$ cat src/rtl/regbank_pkg.sv
package regbank_pkg;

  localparam int WORD_W = 32;

  typedef logic [WORD_W-1:0] word_t;

  typedef enum logic [1:0] {
    SZ_BYTE  = 2'd0,
    SZ_HALF  = 2'd1,
    SZ_WORD  = 2'd2,
    SZ_WORD3 = 2'd3
  } acc_size_e;

  // Byte lanes enabled by an access of the given size on a 32-bit register.
  function automatic word_t lane_mask(input logic [1:0] sz);
    word_t m;
    case (acc_size_e'(sz))
      SZ_BYTE: m = 32'h0000_00FF;
      SZ_HALF: m = 32'h0000_FFFF;
      default: m = 32'hFFFF_FFFF;
    endcase
    return m;
  endfunction

endpackage

$ cat src/rtl/regbank_decode.sv
module regbank_decode #(
  parameter int AW       = 8,
  parameter int NUM_REGS = 4,
  localparam int IW      = (NUM_REGS > 1) ? $clog2(NUM_REGS) : 1
) (
  input  logic [AW-1:0] addr,
  output logic          hit,
  output logic [IW-1:0] idx
);

  logic [AW-3:0] word_idx;

  assign word_idx = addr[AW-1:2];

  always_comb begin
    hit = (addr[1:0] == 2'b00) && (32'(word_idx) < NUM_REGS);
    idx = word_idx[IW-1:0];
  end

endmodule

$ cat src/rtl/regbank_cell.sv
module regbank_cell
  import regbank_pkg::*;
#(
  parameter word_t RST_VAL   = '0,
  parameter word_t RO_MASK   = '0,
  parameter word_t W1C_MASK  = '0,
  parameter word_t RSVD_MASK = '0,
  parameter word_t COR_MASK  = '0
) (
  input  logic  clk,
  input  logic  rst_n,
  input  logic  wr_en,
  input  logic  rd_en,
  input  word_t wdata,
  input  word_t lane_en,
  input  word_t hw_set,
  output word_t q
);

  word_t q_r;
  word_t q_d;
  word_t keep_m;
  logic  upd;

  // Next-state: bus merge or read clear, then hardware set on top.
  always_comb begin
    keep_m = RO_MASK | W1C_MASK | RSVD_MASK | ~lane_en;
    q_d    = q_r;
    if (wr_en) begin
      q_d = (wdata & ~keep_m) | (q_r & keep_m);
      q_d = q_d & ~(wdata & W1C_MASK);
    end else if (rd_en) begin
      q_d = q_r & ~(COR_MASK & lane_en);
    end
    q_d = q_d | (hw_set & ~RSVD_MASK);
    upd = wr_en | rd_en | (|hw_set);
  end

  always_ff @(posedge clk or negedge rst_n) begin
    if (!rst_n) begin
      q_r <= RST_VAL;
    end else if (upd) begin
      q_r <= q_d;
    end
  end

  assign q = q_r;

  AST_RO_NO_RISE: assert property (@(posedge clk) disable iff (!rst_n)
    (wr_en || rd_en) |=> ((q & ~$past(q) & RO_MASK & ~$past(hw_set)) == '0));

  AST_LANES_KEPT: assert property (@(posedge clk) disable iff (!rst_n)
    wr_en |=> (((q ^ $past(q)) & ~$past(lane_en) & ~W1C_MASK & ~$past(hw_set)) == '0));

  AST_W1C_CLEARED: assert property (@(posedge clk) disable iff (!rst_n)
    wr_en |=> ((q & $past(wdata) & W1C_MASK & ~$past(hw_set)) == '0));

  AST_COR_CLEARED: assert property (@(posedge clk) disable iff (!rst_n)
    rd_en |=> ((q & COR_MASK & $past(lane_en) & ~$past(hw_set)) == '0));

  AST_HW_SET_WINS: assert property (@(posedge clk) disable iff (!rst_n)
    (hw_set != '0) |=> ((q & $past(hw_set) & ~RSVD_MASK) == ($past(hw_set) & ~RSVD_MASK)));

endmodule

$ cat src/rtl/attr_regbank.sv
module attr_regbank
  import regbank_pkg::*;
#(
  parameter int AW       = 8,
  parameter int NUM_REGS = 4,
  parameter logic [NUM_REGS*WORD_W-1:0] RST_VALS    =
    {32'hC0DE_0003, 32'h1234_5678, 32'h0000_00F0, 32'h0000_00A5},
  parameter logic [NUM_REGS*WORD_W-1:0] RO_MASKS    =
    {32'hFFFF_FFFF, 32'h0000_0000, 32'h0000_0000, 32'hFF00_0000},
  parameter logic [NUM_REGS*WORD_W-1:0] W1C_MASKS   =
    {32'h0000_0000, 32'h0000_0000, 32'h0000_00FF, 32'h0000_0000},
  parameter logic [NUM_REGS*WORD_W-1:0] RSVD_MASKS  =
    {32'h0000_0000, 32'h0000_0000, 32'h0000_0000, 32'h0000_F000},
  parameter logic [NUM_REGS*WORD_W-1:0] COR_MASKS   =
    {32'h0000_0000, 32'hF0F0_F0F0, 32'h0000_0000, 32'h0000_0000},
  parameter logic [NUM_REGS*WORD_W-1:0] UNIMP_MASKS =
    {32'h0000_0000, 32'h0000_0000, 32'h0000_0000, 32'h00F0_0000},
  localparam int IW = (NUM_REGS > 1) ? $clog2(NUM_REGS) : 1
) (
  input  logic                       clk,
  input  logic                       rst_n,
  input  logic [AW-1:0]              bus_addr,
  input  logic                       bus_wr,
  input  logic                       bus_rd,
  input  logic [WORD_W-1:0]          bus_wdata,
  input  logic [1:0]                 bus_size,
  output logic [WORD_W-1:0]          bus_rdata,
  input  logic [NUM_REGS*WORD_W-1:0] hw_set,
  output logic                       err_miss,
  output logic                       err_rsvd,
  output logic                       err_unimp
);

  logic          hit;
  logic [IW-1:0] idx;
  word_t         lane;
  logic          wr_go;
  logic          rd_go;

  word_t               q_arr [NUM_REGS];
  logic [NUM_REGS-1:0] sel_v;
  logic [NUM_REGS-1:0] rsvd_v;
  logic [NUM_REGS-1:0] unimp_v;

  word_t rd_word;
  word_t rdata_d, rdata_q;
  logic  rdata_en;
  logic  miss_d, miss_q;
  logic  rsvd_d, rsvd_q;
  logic  unimp_d, unimp_q;

  regbank_decode #(
    .AW       (AW),
    .NUM_REGS (NUM_REGS)
  ) dec_i (
    .addr (bus_addr),
    .hit  (hit),
    .idx  (idx)
  );

  always_comb begin
    lane  = lane_mask(bus_size);
    wr_go = bus_wr & hit;
    rd_go = bus_rd & ~bus_wr & hit;
  end

  for (genvar i = 0; i < NUM_REGS; i++) begin : g_reg
    localparam word_t RSVD_I  = RSVD_MASKS[i*WORD_W +: WORD_W];
    localparam word_t UNIMP_I = UNIMP_MASKS[i*WORD_W +: WORD_W];

    assign sel_v[i]   = hit && (idx == IW'(i));
    assign rsvd_v[i]  = sel_v[i] && (((q_arr[i] ^ bus_wdata) & RSVD_I) != '0);
    assign unimp_v[i] = sel_v[i] && ((bus_wdata & UNIMP_I) != '0);

    regbank_cell #(
      .RST_VAL   (RST_VALS[i*WORD_W +: WORD_W]),
      .RO_MASK   (RO_MASKS[i*WORD_W +: WORD_W]),
      .W1C_MASK  (W1C_MASKS[i*WORD_W +: WORD_W]),
      .RSVD_MASK (RSVD_I),
      .COR_MASK  (COR_MASKS[i*WORD_W +: WORD_W])
    ) cell_i (
      .clk     (clk),
      .rst_n   (rst_n),
      .wr_en   (wr_go & sel_v[i]),
      .rd_en   (rd_go & sel_v[i]),
      .wdata   (bus_wdata),
      .lane_en (lane),
      .hw_set  (hw_set[i*WORD_W +: WORD_W]),
      .q       (q_arr[i])
    );
  end

  // Read select and flag next-state.
  always_comb begin
    rd_word = '0;
    for (int i = 0; i < NUM_REGS; i++) begin
      if (sel_v[i]) rd_word = q_arr[i];
    end
    rdata_en = bus_rd;
    rdata_d  = rd_go ? (rd_word & lane) : '0;
    miss_d   = (bus_rd | bus_wr) & ~hit;
    rsvd_d   = bus_wr & (|rsvd_v);
    unimp_d  = bus_wr & (|unimp_v);
  end

  always_ff @(posedge clk or negedge rst_n) begin
    if (!rst_n) begin
      rdata_q <= '0;
    end else if (rdata_en) begin
      rdata_q <= rdata_d;
    end
  end

  always_ff @(posedge clk or negedge rst_n) begin
    if (!rst_n) begin
      miss_q  <= 1'b0;
      rsvd_q  <= 1'b0;
      unimp_q <= 1'b0;
    end else begin
      miss_q  <= miss_d;
      rsvd_q  <= rsvd_d;
      unimp_q <= unimp_d;
    end
  end

  assign bus_rdata = rdata_q;
  assign err_miss  = miss_q;
  assign err_rsvd  = rsvd_q;
  assign err_unimp = unimp_q;

  AST_NARROW_READ: assert property (@(posedge clk) disable iff (!rst_n)
    (bus_rd && !bus_wr && bus_size == 2'd0) |=> (bus_rdata[31:8] == '0));

  AST_RDATA_HOLD: assert property (@(posedge clk) disable iff (!rst_n)
    !bus_rd |=> $stable(bus_rdata));

  AST_MISALIGN_ZERO: assert property (@(posedge clk) disable iff (!rst_n)
    (bus_rd && bus_addr[1:0] != 2'b00) |=> (err_miss && bus_rdata == '0));

  AST_FLAG_ONLY_WR: assert property (@(posedge clk) disable iff (!rst_n)
    !bus_wr |=> (!err_rsvd && !err_unimp));

  AST_COLLIDE_ZERO: assert property (@(posedge clk) disable iff (!rst_n)
    (bus_rd && bus_wr) |=> (bus_rdata == '0));

endmodule

$ cat config.mk
export PLATFORM = sky130hd
export DESIGN_NAME = attr_regbank
export DESIGN_NICKNAME = d
export VERILOG_FILES = /design/src/rtl/regbank_pkg.sv /design/src/rtl/regbank_decode.sv /design/src/rtl/regbank_cell.sv /design/src/rtl/attr_regbank.sv
export SDC_FILE = /design/constraint.sdc
export NUM_CORES = 1
export LEC_CHECK = 0
export ABC_AREA = 1
export BUFFER_PORTS_ARGS = -buffer_cell sky130_fd_sc_hd__buf_2
export CAP_MARGIN = 15
export CELL_PAD_IN_SITES_DETAIL_PLACEMENT = 0
export CELL_PAD_IN_SITES_GLOBAL_PLACEMENT = 1
export CORE_UTILIZATION = 38
export DETAILED_ROUTE_END_ITERATION = 10
export PLACE_DENSITY = 0.89
export SYNTH_ARGS = -nofsm -noshare
export SYNTH_HDL_FRONTEND = slang
export SYNTH_SLANG_ARGS = --single-unit
$ cat constraint.sdc
create_clock -name clk -period 1.1 [get_ports clk]
set_input_delay 0.22 -clock clk [delete_from_list [all_inputs] [get_ports clk]]
set_output_delay 0.22 -clock clk [all_outputs]
set_load 0.1 [all_outputs]
**After elaboration in Yosys (flattened, before gate mapping)**

Cells that the tools add are included.
Widths: inputs -> output; s select.

- Flip-flop bits (word level): 163
- Logic and storage cells: 87
- Output and inout bits: 35
- Input bits: 174

- Bitwise logic cells: 48
- Eq/ne operators: 4
- Reduce and logical (&&, ||, !) cells: 16
- $lt $le $gt $ge: 1
- Multiplexer cells: 10

Operator list:

| operator | count |
|---|---|
| $and 32x32->32 | 9 |
| $mux 32 | 9 |
| $or 32x32->32 | 7 |
| $not 32->32 | 5 |
| $reduce_or 32->1 | 4 |
| $pmux 32 s2 | 1 |
| $reduce_bool 32->1 | 2 |
| $not 8->32 | 1 |
| $xor 16x16->16 | 1 |
| $and 1x1->1 | 14 |
| $or 1x1->1 | 9 |
| $logic_and 1x1->1 | 7 |
| $logic_not 2->1 | 3 |
| $lt 6x3->1 const B | 1 |
| $eq 2x1->1 const B | 2 |
| $eq 2x2->1 const B | 2 |
| $not 1->1 | 2 |

**Longest topological paths before layout**

Gate-level depths: netlist of run 1.

- Depth after elaboration: 9
- Mapped depth: 10
- Mapped depth without buffers: 9

**Hierarchy**

Synthesis of run 1 repeated with hierarchy kept, for this count alone.

- Cell total of the unflattened synthesis: 1,118
- Area, all modules: 8,361.8 µm²

By module, submodules not included:

| module | cells each | times used | sequential area each (µm²) | area each (µm²) |
|---|---|---|---|---|
| attr_regbank | 432 | 1 | 875.8 | 2,727.6 |
| regbank_cell (g_reg[2].cell_i) | 216 | 1 | 817.0 | 1,670.4 |
| regbank_cell (g_reg[1].cell_i) | 190 | 1 | 805.8 | 1,493.9 |
| regbank_cell (g_reg[0].cell_i) | 145 | 1 | 705.7 | 1,260.0 |
| regbank_cell (g_reg[3].cell_i) | 128 | 1 | 813.3 | 1,173.6 |
| regbank_decode | 7 | 1 | 0.0 | 36.3 |

**Worst setup path before layout of run 1**

Ideal clock, no wire load.

- Path kind: input to register
- Start: input port bus_addr[2]
- End: register g_reg[2].cell_i.q_r[16]
- Buffers on the path: 2
- Path slack: -0.175 ns
- Arrival time: 1.151 ns
- Data required time: 0.976 ns
- Cell stages on the path: 8
- Library setup time: 0.124 ns
- Cell sequence: buf_2 -> nor2_4 -> nand3_1 -> inv_1 -> buf_2 -> nand2_2 -> nand2_1 -> nand3_1

- Word-level cells in the longest chain between the ends: 7
- Elaborated cells on any way between the ends: 13
- Classes of those cells: order compare (1); eq/ne (1); mux (2); bitwise (7); reduce/logical (2)

Ends and longest elaborated chain:

| element | RTL line | text |
|---|---|---|
| start, declared | attr_regbank.sv:22 | `input logic [AW-1:0] bus_addr,` |
| $lt 6x3->1 | regbank_decode.sv:16 | `hit = (addr[1:0] == 2'b00) && (32'(word_idx) < NUM_REGS);` |
| $logic_and 1x1->1 | regbank_decode.sv:16 |  |
| $and 1x1->1 or $logic_and 1x1->1 (tied branches) | attr_regbank.sv:64, attr_regbank.sv:71 |  |
| $and 1x1->1 | attr_regbank.sv:85 | `.rd_en (rd_go & sel_v[i]),` |
| $mux 32 | regbank_cell.sv:32 | `end else if (rd_en) begin` |
| $mux 32 | regbank_cell.sv:29 | `if (wr_en) begin` |
| $or 32x32->32 | regbank_cell.sv:35 | `q_d = q_d \| (hw_set & ~RSVD_MASK);` |
| end signal, assigned | regbank_cell.sv:43 | `q_r <= q_d;` |
| end, declared | regbank_cell.sv:20 | `word_t q_r;` |

Parallel ways exist; a longest one is shown, timed or not.
A chain may end at the register's enable or synchronous reset.

**Final worst setup path of run 1**

- Start: register rdata_q[9], in the netlist bus_rdata[9]
- End: output port bus_rdata[9]

RTL lines:

| element | RTL line | text |
|---|---|---|
| start, declared | attr_regbank.sv:46 | `word_t rdata_d, rdata_q;` |
| start signal, assigned | attr_regbank.sv:110 | `rdata_q <= rdata_d;` |
| end, declared | attr_regbank.sv:27 | `output logic [WORD_W-1:0] bus_rdata,` |

No word-level cell between the ends.

==> results of run 1 <==
==> state kept, by name, summed over array words and instances (netlist names) <==
name and count:
err_miss 1, g.cell_i.q 124, err_rsvd 1, bus_rdata 32, err_unimp 1
==> metal layers <==
| metal | GRT usage [%] | wire length (um) |
|---|---|---|
| met2 | 42.3 | 13300 |
| met5 | 0 | 0 |
| met4 | 9.53 | 752 |
| met1 | 31.0 | 11100 |
| met3 | 5.00 | 1680 |
==> synthesized netlist by cell type (all sizes together), types with 4 or more instances <==
| library cell | n | area share [%] |
|---|---|---|
| dfstp | 31 | 10 |
| nor2 | 28 | 1.8 |
| dfrtp | 128 | 41 |
| buf | 34 | 2.5 |
| mux2 | 4 | 0.57 |
| nand4 | 34 | 2.8 |
| nand3b | 12 | 1.1 |
| or2 | 44 | 3.5 |
| nand2 | 271 | 13 |
| o211ai | 29 | 2.8 |
| a21oi | 20 | 1.3 |
| clkbuf | 18 | 0.85 |
| inv | 153 | 7.3 |
| o21ai | 17 | 1.1 |
| a21o | 4 | 0.38 |
| nand3 | 159 | 10 |
==> final timing paths <==
path | start | to
min in group asynchronous | rst_n | bus_rdata[18]$_DFFE_PN0P_
max | bus_rdata[9]$_DFFE_PN0P_ | bus_rdata[9]
max reg2reg | g_reg[2].cell_i.q[20]$_DFFE_PN1P_ | g_reg[2].cell_i.q[20]$_DFFE_PN1P_
min reg2reg | g_reg[1].cell_i.q[7]$_DFFE_PN1P_ | g_reg[1].cell_i.q[7]$_DFFE_PN1P_
min | hw_set[75] | g_reg[2].cell_i.q[11]$_DFFE_PN0P_
max in group asynchronous | rst_n | g_reg[2].cell_i.q[21]$_DFFE_PN1P_
==> timing repair <==
item	in CTS	in global routing
buffers inserted	7	12
hold buffers	101	0
pin swaps	1	20
endpoints found under the hold margin	228	0
cloned	2	4
endpoints found under the setup margin	40	142
resized for setup	4	69
==> where the power goes <==
group | internal, uW | switching (uW) | total [uW] | leakage, uW
logic | 718 | 722 | 1440 | 0.00445
clock network | 3650 | 2520 | 6160 | 0.000287
registers | 5860 | 7.25 | 5870 | 0.00157
total | 10200 | 3250 | 13500 | 0.00630
==> per-stage QoR <==
| step | instances | TNS (ns) |
|---|---|---|
| after global placement | 1490 | -44.85 |
| after CTS | 1632 | -5.93 |
| after global routing | 1646 | -6.57 |
| after floorplan | 988 | -6.28 |
| after detailed placement | 1490 | -47.31 |
| final | 1646 | -5.46 |
==> final cells by class <==
| class | instances | area [um^2] |
|---|---|---|
| Clock inverter | 12 | 161 |
| Clock buffer | 20 | 447 |
| Multi-Input combinational cell | 624 | 3290 |
| Timing Repair Buffer | 408 | 3820 |
| Fill cell | 1687 | 7590 |
| Inverter | 153 | 584 |
| Tap cell | 270 | 338 |
| Sequential cell | 159 | 4060 |
==> kinds of logic after synthesis <==
| group | Yosys count |
|---|---|
| AOI/OAI and AO/OA | 71 |
| and+or+nand+nor | 549 |
| DFF | 159 |
| muxes | 4 |
| buffers and inverters | 205 |
==> summary.md, run 1 <==
| Metric | Value |
|---|---|
| Status | `complete, but fails checks` |
| Failing checks | `negative setup slack` |
| Slowest stage delay, CP | `between 0.4 and 0.5 ns` |
| Total track usage | `around a quarter` |
| Max cap viols | `0` |
| Worst rel slew slack | `a little over two thirds` |
| Synth Warn # | `0` |
| First-pass GRT wire length | `between 40000 and 50000 um` |
| Avg Cell Area, Syn | `8.00 um^2` |
| Critical path depth in cells | `1` |
| CTS tree | `yes` |
| Initial Util | `between 30% and 40%` |
| Share of cells above drive strength 1 | `a little under two fifths` |
| Die extent in x | `~150 um` |
| Tmin final | `1.28 ns` |
| Synth-to-layout area growth | `60.8%` |
| Post-layout util | `approximately 63%` |
| FMAX | `roughly 800 MHz` |
| TritonCTS buffer count | `17` |
| Synth Area in Compound Gates | `5.59%` |
| Tightest Pin Transition | `between 0.4 and 0.5 ns` |
| Crit-path cells | `buf_12` |
| Initial antenna violation count | `0` |
| Post-Synth Adder-Cell Area | `0%` |
| Final setup vio count | `35` |
| Worst vdd ir | `about 860 uV` |
| Leading cell type in the layout, fill and taps excluded | `nand2_1` |
| Startpoint types | `register` |
| CP Capture Type | `primary output` |
| Core area | `about 20000 um^2` |
| Hold Crit Depth | `3` |
| Drt total wl | `roughly 27000 um` |
| Total Power | `about 13000 uW` |
| Ports | `about 210` |
| Core Rows | `52` |
| Clock skew | `around 0.007 ns` |
| Hpwl dp | `about 18000 um` |
| Synth Net Count | `roughly 1200` |
| Die area | `around 21000 um^2` |
| Number of diodes | `0` |
| R2R cell count | `3` |
| Flop2flop setup slack | `around 0.14 ns` |
| WP data arrival | `about 1.1 ns` |
| Number of global-route vias before repair | `slightly above 8000` |
| Clock Latency Late Sink | `around 0.43 ns` |
| Post-DP Area | `between 10000 and 15000 um^2` |
| Drt wl/cell | `~16 um` |
| CTS Root Cell | `clkbuf_16` |
| Clk slew on worst S/H paths | `~0.070 ns` |
| Unrepaired setup endpoints after global routing | `yes` |
| Commonest non-fill, non-tap cells in the layout | `nand2_1, buf_2, nand3_1, inv_1, dlygate4sd3_1` |
| Largest net degree at the start of global routing | `33` |
| Synth Flop Type | `dfrtp_1` |
| Post-Synth Simple-Gate Area | `approximately 32%` |
| Setup Slack @ Placement | `-0.471 ns` |
| PortBufs | `204` |
| WS Path Type | `register to primary output` |
| Hold Slack | `about 0.0077 ns` |
| Sequential fraction of the synthesis area | `between 50% and 60%` |
| Post-Synthesis Cells | `988` |
| CP delay by family, top | `flip-flops` |
| Nets | `approximately 1500` |
| Post-synthesis mux area share | `0.570%` |
| Synth unique cells | `29` |
| DR vias | `between 8000 and 9000` |
| TritonRoute pass-1 iters | `7` |
| Vias per cell | `between 4 and 5` |
| Xor/xnor share of the synthesized area | `0%` |
| Gpl congestion | `about 0.83` |
| Hold WC Path Type | `input pin to register` |
| Final WS setup | `-0.176 ns` |
| Post-Syn Area | `between 7000 and 8000 um^2` |
| FFs w/ async S/R, synth | `100%` |
| CP max FO | `2` |
| Bufs and invs on worst path | `1` |
| GR Overflow Total | `0` |
| Final instance area | `12700 um^2` |
| Pwr Density | `1060 nW/um^2` |
| CTS Sinks | `approximately 160` |
| Die Y | `146 um` |
| Final worst path period share | `116%` |
| EDFF count, synth | `0` |
| Static leakage | `roughly 0.0063 uW` |
| Data required time of the worst path | `0.88 ns` |
| # DRC | `0` |
| FF+latch count, synth | `~160` |
| DRT iter0 DRCs | `roughly 570` |
| Htree depth | `4` |
| Main combinational cell family by area after synthesis | `simple AND/OR/NAND/NOR gates` |
| Critical path's slowest cell | `dfrtp_2` |
| Fin. max-slew vios | `0` |
| CTS Buffer Depth | `2` |
| Final hold viol count | `0` |
| Post-DRT Antenna Nets | `0` |
No activity file was read; power rests on OpenSTA's default activity.
==> run 2, diff against run 1 <==
PLACE_DENSITY = 0.9   (was 0.89)
SYNTH_HIERARCHICAL = 1   (was default)
==> run 2 against run 1 <==
  * First-iteration DRC count rose by 1.8%
  * Total power fell by 2.2%
  * Clock power fell by 4.9%
  * Area after synthesis rose by 5.6%
  * Largest cell class unchanged
  * Register-to-register slack barely moved
  * Sequential power barely moved
  * Global-route usage rose by 1.2 points
  * The run still ends with negative setup slack left
  * Largest power group is now sequential cells
  * Non-clock buffer count fell by 12
  * Die area rose by 5.5%
  * Fmax fell by 5.7%
  * Core utilization barely moved
==> summary.md, run 2 <==
| Metric | Value |
|---|---|
| Flop2flop setup slack | `0.15 ns (about the same)` |
| Post-Syn Area | `8350 um^2 (+5.6%)` |
| Slowest stage delay, CP | `0.21 ns (-0.23 ns)` |
| Startpoint types | `input pin` |
| Post-DRT Antenna Nets | `0 (unchanged)` |
| FF-to-FF End | `bus_rdata[3]$_DFFE_PN0P_` |
| Critical path's slowest cell | `nor2_4` |
| Final setup vio count | `151 (+330%)` |
| Tmin final | `1.35 ns (+0.0773 ns)` |
| Ports | `209 (unchanged)` |
| Vias per cell | `4.90 (-0.52%)` |
| Hold WC Path Type | `input pin to register` |
| Number of flip-flops under the largest register name | `124 (unchanged)` |
| Total track usage | `26.1% (+1.2 points)` |
| M1 GR Usage | `33.6% (+2.6 points)` |
| DRT iter0 DRCs | `579 (+1.8%)` |
| Synth-to-layout area growth | `59.7%` |
| Share of cells above drive strength 1 | `33.6% (-3.4 points)` |
| FMAX | `739 MHz (-5.7%)` |
| Largest net degree at the start of global routing | `44 (+33%)` |
| Leading cell type in the layout, fill and taps excluded | `nand2_1` |
| Synth Warn # | `6 (+6)` |
| Core Rows | `53 (+1.9%)` |
| Static leakage | `0.00679 uW (+7.7%)` |
| PortBufs | `204 (unchanged)` |
| Gpl congestion | `0.800 (-4.0%)` |
| CP Capture Type | `register` |
| Clk slew on worst S/H paths | `0.07 ns (about the same)` |
| First-pass GRT wire length | `44600 um (+8.3%)` |
| M2 GR Usage | `44.3% (+2.1 points)` |
| Hold Path Sink | `g_reg[1].cell_i/q[14]$_DFFE_PN0P_` |
| Final WS setup | `-0.254 ns (-0.0773 ns)` |
| Nets | `1672 (+8.8%)` |
| Critical R2R Launch | `g_reg[2].cell_i/q[3]$_DFFE_PN1P_` |
| GR Overflow Total | `0 (unchanged)` |
| Die area | `22600 um^2 (+5.5%)` |
| WS Path Type | `input pin to register` |
| Busiest grt layer | `met2` |
| Htree depth | `4 (unchanged)` |
| Die extent in x | `150 um (+2.7%)` |
| CTS tree | `yes` |
| Unrepaired setup endpoints after global routing | `yes` |
| Initial antenna violation count | `5 (+5)` |
| TritonCTS buffer count | `17 (unchanged)` |
| CP delay by family, top | `simple AND/OR/NAND/NOR gates` |
| CTS Sinks | `159 (unchanged)` |
| Data required time of the worst path | `1.42 ns (+0.54 ns)` |
| Final worst path period share | `123% (+7.0 points)` |
| Hold Path Origin | `hw_set[46]` |
| TNS Setup | `-24.47 ns (-19.00 ns)` |
| Hold Slack | `0.00653 ns (-0.00120 ns)` |
| Final hold viol count | `0 (unchanged)` |
| Crit-path cells | `buf_2, nor2_4, nand2_2, nor2_4, buf_6, nand3_2, nor2_4, buf_12, clkbuf_16, nand2_1, nand2_1, nand3_1` |
| Clock Latency Late Sink | `0.43 ns (about the same)` |
| CP max FO | `7 (+5)` |
| # DRC | `0 (unchanged)` |
| Bufs and invs on worst path | `4 (+3)` |
| Status | `complete, but fails checks` |
| M3 GR Usage | `4.03% (-0.97 points)` |
| Post-Synthesis Cells | `1114 (+13%)` |
| Die Y | `150 um (+2.7%)` |
| Clock skew | `0.00662 ns (-0.000533 ns)` |
| CTS Root Cell | `clkbuf_16` |
| Drt wl/cell | `16.1 um (-1.3%)` |
| Worst vdd ir | `934 uV (+8.5%)` |
| Initial Util | `39.2% (+0.27 points)` |
| CTS Buffer Depth | `2 (unchanged)` |
| Fin. max-slew vios | `0 (unchanged)` |
| Pwr Density | `989 nW/um^2 (-6.8%)` |
| Avg Cell Area, Syn | `7.49 um^2 (-6.4%)` |
| Hold Crit Depth | `3 (unchanged)` |
| Number of global-route vias before repair | `8682 (+6.2%)` |
| Commonest non-fill, non-tap cells in the layout | `nand2_1, buf_2, inv_1, nand3_1, dlygate4sd3_1` |
| Max cap viols | `0 (unchanged)` |
| TritonRoute pass-1 iters | `8 (+1)` |
| CP most frequent cell | `nor2_4` |
| Hpwl dp | `17000 um (-3.5%)` |
| WP data arrival | `1.68 ns (+0.62 ns)` |
| Core area | `21300 um^2 (+4.9%)` |
| Failing checks | `negative setup slack` |
| Setup crit start | `bus_addr[5]` |
| DR vias | `8763 (+8.2%)` |
| Drt total wl | `28800 um (+7.3%)` |
| Post-Layout Cell Count | `1790 (+8.7%)` |
| Placed instance count | `1618 (+8.6%)` |
| R2R cell count | `4 (+1)` |
[run 2: worst register-to-register path: stages, from the launching register on]
cell and delay (ns):
dfstp_2 0.54, nand4_1 0.09, nand2_1 0.10, o21ai_1 0.09, nand2_1 0.06
[run 2: power by group]
part	leakage, uW	internal [uW]	total [uW]	switching [uW]
clock	0.000271	3180	5860	2670
sequential	0.00157	5860	5860	4.42
combinational	0.00495	681	1460	776
total	0.00679	9720	13200	3450
[run 2: cell type report]
class	instances	area, um^2
fill	1833	7960
clock inverter	15	153
multi-input combinational	770	3830
sequential	159	4060
tap	275	344
timing repair buffer	396	3920
antenna	4	10.0
inverter	154	583
clock buffer	17	425
[run 2: routing by layer]
layer	vias up	part of all wire [%]
met3	65	6.1
met2	372	49
met1	4063	42
li1	4261	-
met5	-	0.045
met4	2	2.7
[run 2: worst max path at each step]
stage | to | slack (ns) | cells past startpoint
finish | g_reg[1].cell_i/q[12]$_DFFE_PN0P_ | -0.25 | 12
global route | g_reg[2].cell_i/q[27]$_DFFE_PN0P_ | -0.32 | 11
CTS | bus_rdata[31] | -0.20 | 1
detailed placement | g_reg[0].cell_i/q[3]$_DFFE_PN0P_ | -0.63 | 11
global placement | g_reg[0].cell_i/q[3]$_DFFE_PN0P_ | -0.61 | 11
floorplan | g_reg[1].cell_i/q[21]$_DFFE_PN0P_ | -0.53 | 11
[run 2: stage by stage]
| stage | setup WS (ns) | util, % | cell area (um^2) | power [uW] |
|---|---|---|---|---|
| after CTS | -0.196 | 61.0 | 13000 | 13200 |
| after global placement | -0.605 | 50.2 | 10700 | 7070 |
| after global routing | -0.316 | 62.6 | 13300 | 13700 |
| after floorplan | -0.525 | - | 8570 | 6340 |
| final | -0.254 | 62.6 | 13300 | 13200 |
| after detailed placement | -0.633 | 50.2 | 10700 | 7070 |
[run 2: repair_timing]
action,in CTS,in global routing
pin swaps,30,30
cloned,11,7
endpoints found under the hold margin,224,1
resized for setup,91,48
setup endpoints to repair,151,153
hold buffers,96,1
setup buffers,19,5
==> run 3, diff against run 2 <==
CORE_ASPECT_RATIO = 1.5   (was default)
==> run 3 against run 2 <==
  * The run ends with design-rule violations, negative hold slack, negative setup slack left
  * First-iteration DRC count rose by 47%
  * Sequential power barely moved
  * Final cell count fell by 0.17%
  * Flip-flop and latch count did not move
  * Highest routed layer is now met4
==> summary.md, run 3 (same netlist as run 2, synthesis figures left out) <==
| Metric | Value |
|---|---|
| Unrepaired setup endpoints after global routing | `yes` |
| CTS tree | `yes` |
| Status | `complete, but fails checks` |
| Final worst path period share | `122% (-0.63 points)` |
| # DRC | `6 (+6)` |
| FMAX | `743 MHz (+0.52%)` |
| Leading cell type in the layout, fill and taps excluded | `nand2_1` |
| Failing checks | `design-rule violations, negative hold slack, negative setup slack` |
| Final setup vio count | `151 (unchanged)` |
| PortBufs | `204 (unchanged)` |
| CTS Sinks | `159 (unchanged)` |
| Pwr Density | `1010 nW/um^2 (+2.7%)` |
| Total track usage | `26.7% (+0.64 points)` |
| Gpl congestion | `0.865 (+8.2%)` |
| Largest net degree at the start of global routing | `37 (-16%)` |
| Hpwl dp | `17700 um (+3.8%)` |
| Vias per cell | `5.10 (+4.1%)` |
| Die extent in x | `123 um (-18%)` |
| P_int | `10800 uW (+11%)` |
| Clk slew on worst S/H paths | `0.07 ns (about the same)` |
| Static leakage | `0.00701 uW (+3.2%)` |
| WP data arrival | `1.67 ns (about the same)` |
| CTS Buffer Depth | `2 (unchanged)` |
| DR vias | `9110 (+4.0%)` |
| Nets | `1672 (unchanged)` |
| Worst vdd ir | `1150 uV (+23%)` |
| Hold Slack | `-0.00869 ns (-0.0152 ns)` |
| TritonRoute pass-1 iters | `8 (unchanged)` |
| Hold Path Sink | `g_reg[0].cell_i/q[10]$_DFFE_PN0P_` |
| FF-to-FF End | `bus_rdata[12]$_DFFE_PN0P_` |
| Clock skew | `0.00875 ns (+0.00213 ns)` |
| Startpoint types | `input pin` |
| Hold Crit Depth | `3 (unchanged)` |
| Data required time of the worst path | `1.42 ns (about the same)` |
| Fin. max-slew vios | `0 (unchanged)` |
| Share of cells above drive strength 1 | `40.9% (+7.3 points)` |
| Number of global-route vias before repair | `8916 (+2.7%)` |
| Post-DP Area | `10600 um^2 (-1.1%)` |
| Max cap viols | `0 (unchanged)` |
| Initial antenna violation count | `3 (-2)` |
| Drt total wl | `31400 um (+9.0%)` |
| Commonest non-fill, non-tap cells in the layout | `nand2_1, buf_2, inv_1, nand3_1, dfrtp_1` |
| Final WS setup | `-0.247 ns (+0.00695 ns)` |
| Final hold viol count | `1 (+1)` |
| Synth-to-layout area growth | `67.7%` |
| Die Y | `184 um (+22%)` |
| Drt wl/cell | `17.6 um (+9.2%)` |
| Final instance area | `14000 um^2 (+5.0%)` |
| First-pass GRT wire length | `45500 um (+1.9%)` |
| WS Path Type | `input pin to register` |
| CP Capture Type | `register` |
| Core Rows | `66 (+25%)` |
| R2R cell count | `4 (unchanged)` |
| Clock network power share | `48.4% (+3.9 points)` |
| CTS Root Cell | `clkbuf_16` |
| Switching pwr | `3370 uW (-2.4%)` |
| Hold Path Origin | `hw_set[10]` |
| Ports | `209 (unchanged)` |
| DRT iter0 DRCs | `852 (+47%)` |
| Core area | `21600 um^2 (+1.6%)` |
| Tmin final | `1.35 ns (-0.00694 ns)` |
| Hold WC Path Type | `input pin to register` |
| Combinational Power Share | `10.3% (-0.8 points)` |
| Post-DRT Antenna Nets | `0 (unchanged)` |
| CP max FO | `7 (unchanged)` |
| Htree depth | `4 (unchanged)` |
| Initial Util | `38.6% (-0.63 points)` |
| TritonCTS buffer count | `17 (unchanged)` |
| GR Overflow Total | `0 (unchanged)` |
| Sequential share of power | `41.3% (-3.2 points)` |
| Number of flip-flops under the largest register name | `124 (unchanged)` |
| Flop2flop setup slack | `0.12 ns (-0.03 ns)` |
| Clock Latency Late Sink | `0.44 ns (about the same)` |
| Critical R2R Launch | `g_reg[2].cell_i/q[12]$_DFFE_PN1P_` |
| Total Power | `14200 uW (+7.8%)` |
| Die area | `22600 um^2 (about the same)` |
| Switching Fraction | `23.7% (-2.5 points)` |
-- run 3: changes by cell type in the layout (fill, tap and decap cells not counted), sizes merged, moves of 3 or more --
cell / delta
buf: +9
dlygate4sd3: -11
clkinvlp: -3
inv: -6
bufinv: +5
clkbuf: +4
-- run 3: routing by layer --
metal	part of all wire [%]	GRT usage (%)	vias to the layer above
li1	-	-	4268
met1	37	30.1	4366
met2	54	48.2	379
met3	4.7	3.10	97
met4	4.3	14.8	0
met5	0	0	-
-- run 3: repair_timing --
| item | 4_1_cts | 5_1_grt |
|---|---|---|
| endpoints found under the setup margin | 151 | 153 |
| hold endpoints to repair | 202 | 1 |
| buffers inserted | 19 | 9 |
| pin swaps | 69 | 105 |
| hold buffers | 85 | 1 |
| cloned | 15 | 12 |
| gates resized for setup | 125 | 180 |
-- run 3: power groups by stage --
| stage | Clock [uW] | Combinational [uW] | Sequential (uW) |
|---|---|---|---|
| CTS | 6920 | 1390 | 5860 |
| floorplan | 0 | 359 | 5990 |
| global route | 7130 | 1590 | 5860 |
| finish | 6880 | 1460 | 5870 |
| global placement | 0 | 1090 | 5970 |
| detailed placement | 0 | 1100 | 5970 |
-- run 3: worst max-delay path by stage --
stage	from	endpoint	slack [ns]	cells past startpoint
finish	bus_addr[1]	g_reg[2].cell_i/q[26]$_DFFE_PN0P_	-0.25	10
global route	bus_addr[1]	g_reg[2].cell_i/q[30]$_DFFE_PN0P_	-0.29	10
CTS	bus_rdata[30]$_DFFE_PN0P_	bus_rdata[30]	-0.18	1
detailed placement	bus_addr[1]	g_reg[1].cell_i/q[15]$_DFFE_PN0P_	-0.65	9
global placement	bus_addr[1]	g_reg[0].cell_i/q[4]$_DFFE_PN0P_	-0.59	11
floorplan	bus_addr[1]	g_reg[1].cell_i/q[21]$_DFFE_PN0P_	-0.53	11
-- run 3: through the flow --
stage | hold slack [ns] | setup WS (ns) | TNS (ns) | utilization, % | instances
after floorplan | -0.0756 | -0.525 | -43.50 | - | 1148
after global placement | 0.107 | -0.586 | -62.59 | 48.9 | 1613
after detailed placement | 0.110 | -0.651 | -65.20 | 48.9 | 1613
after CTS | 0.000352 | -0.182 | -19.09 | 60.4 | 1764
after global routing | 0.00418 | -0.293 | -35.06 | 64.7 | 1786
final | -0.00869 | -0.247 | -26.94 | 64.7 | 1787
-- run 3: layout make-up --
class	count	area, um^2
Tap cell	272	340
Timing Repair Buffer	395	3900
Sequential cell	159	4060
Inverter	154	586
Fill cell	1758	7640
Clock inverter	13	236
Antenna cell	4	10.0
Clock buffer	19	443
Multi-Input combinational cell	771	4420
-- run 3: worst max-delay path: stages --
cell       delay [ns]
buf_6            0.09
or2_4            0.25
nor2_4           0.22
nand3_4          0.13
nor2_4           0.21
buf_6            0.18
clkbuf_16        0.17
nand2_2          0.05
nand2_1          0.06
nand3b_1         0.07
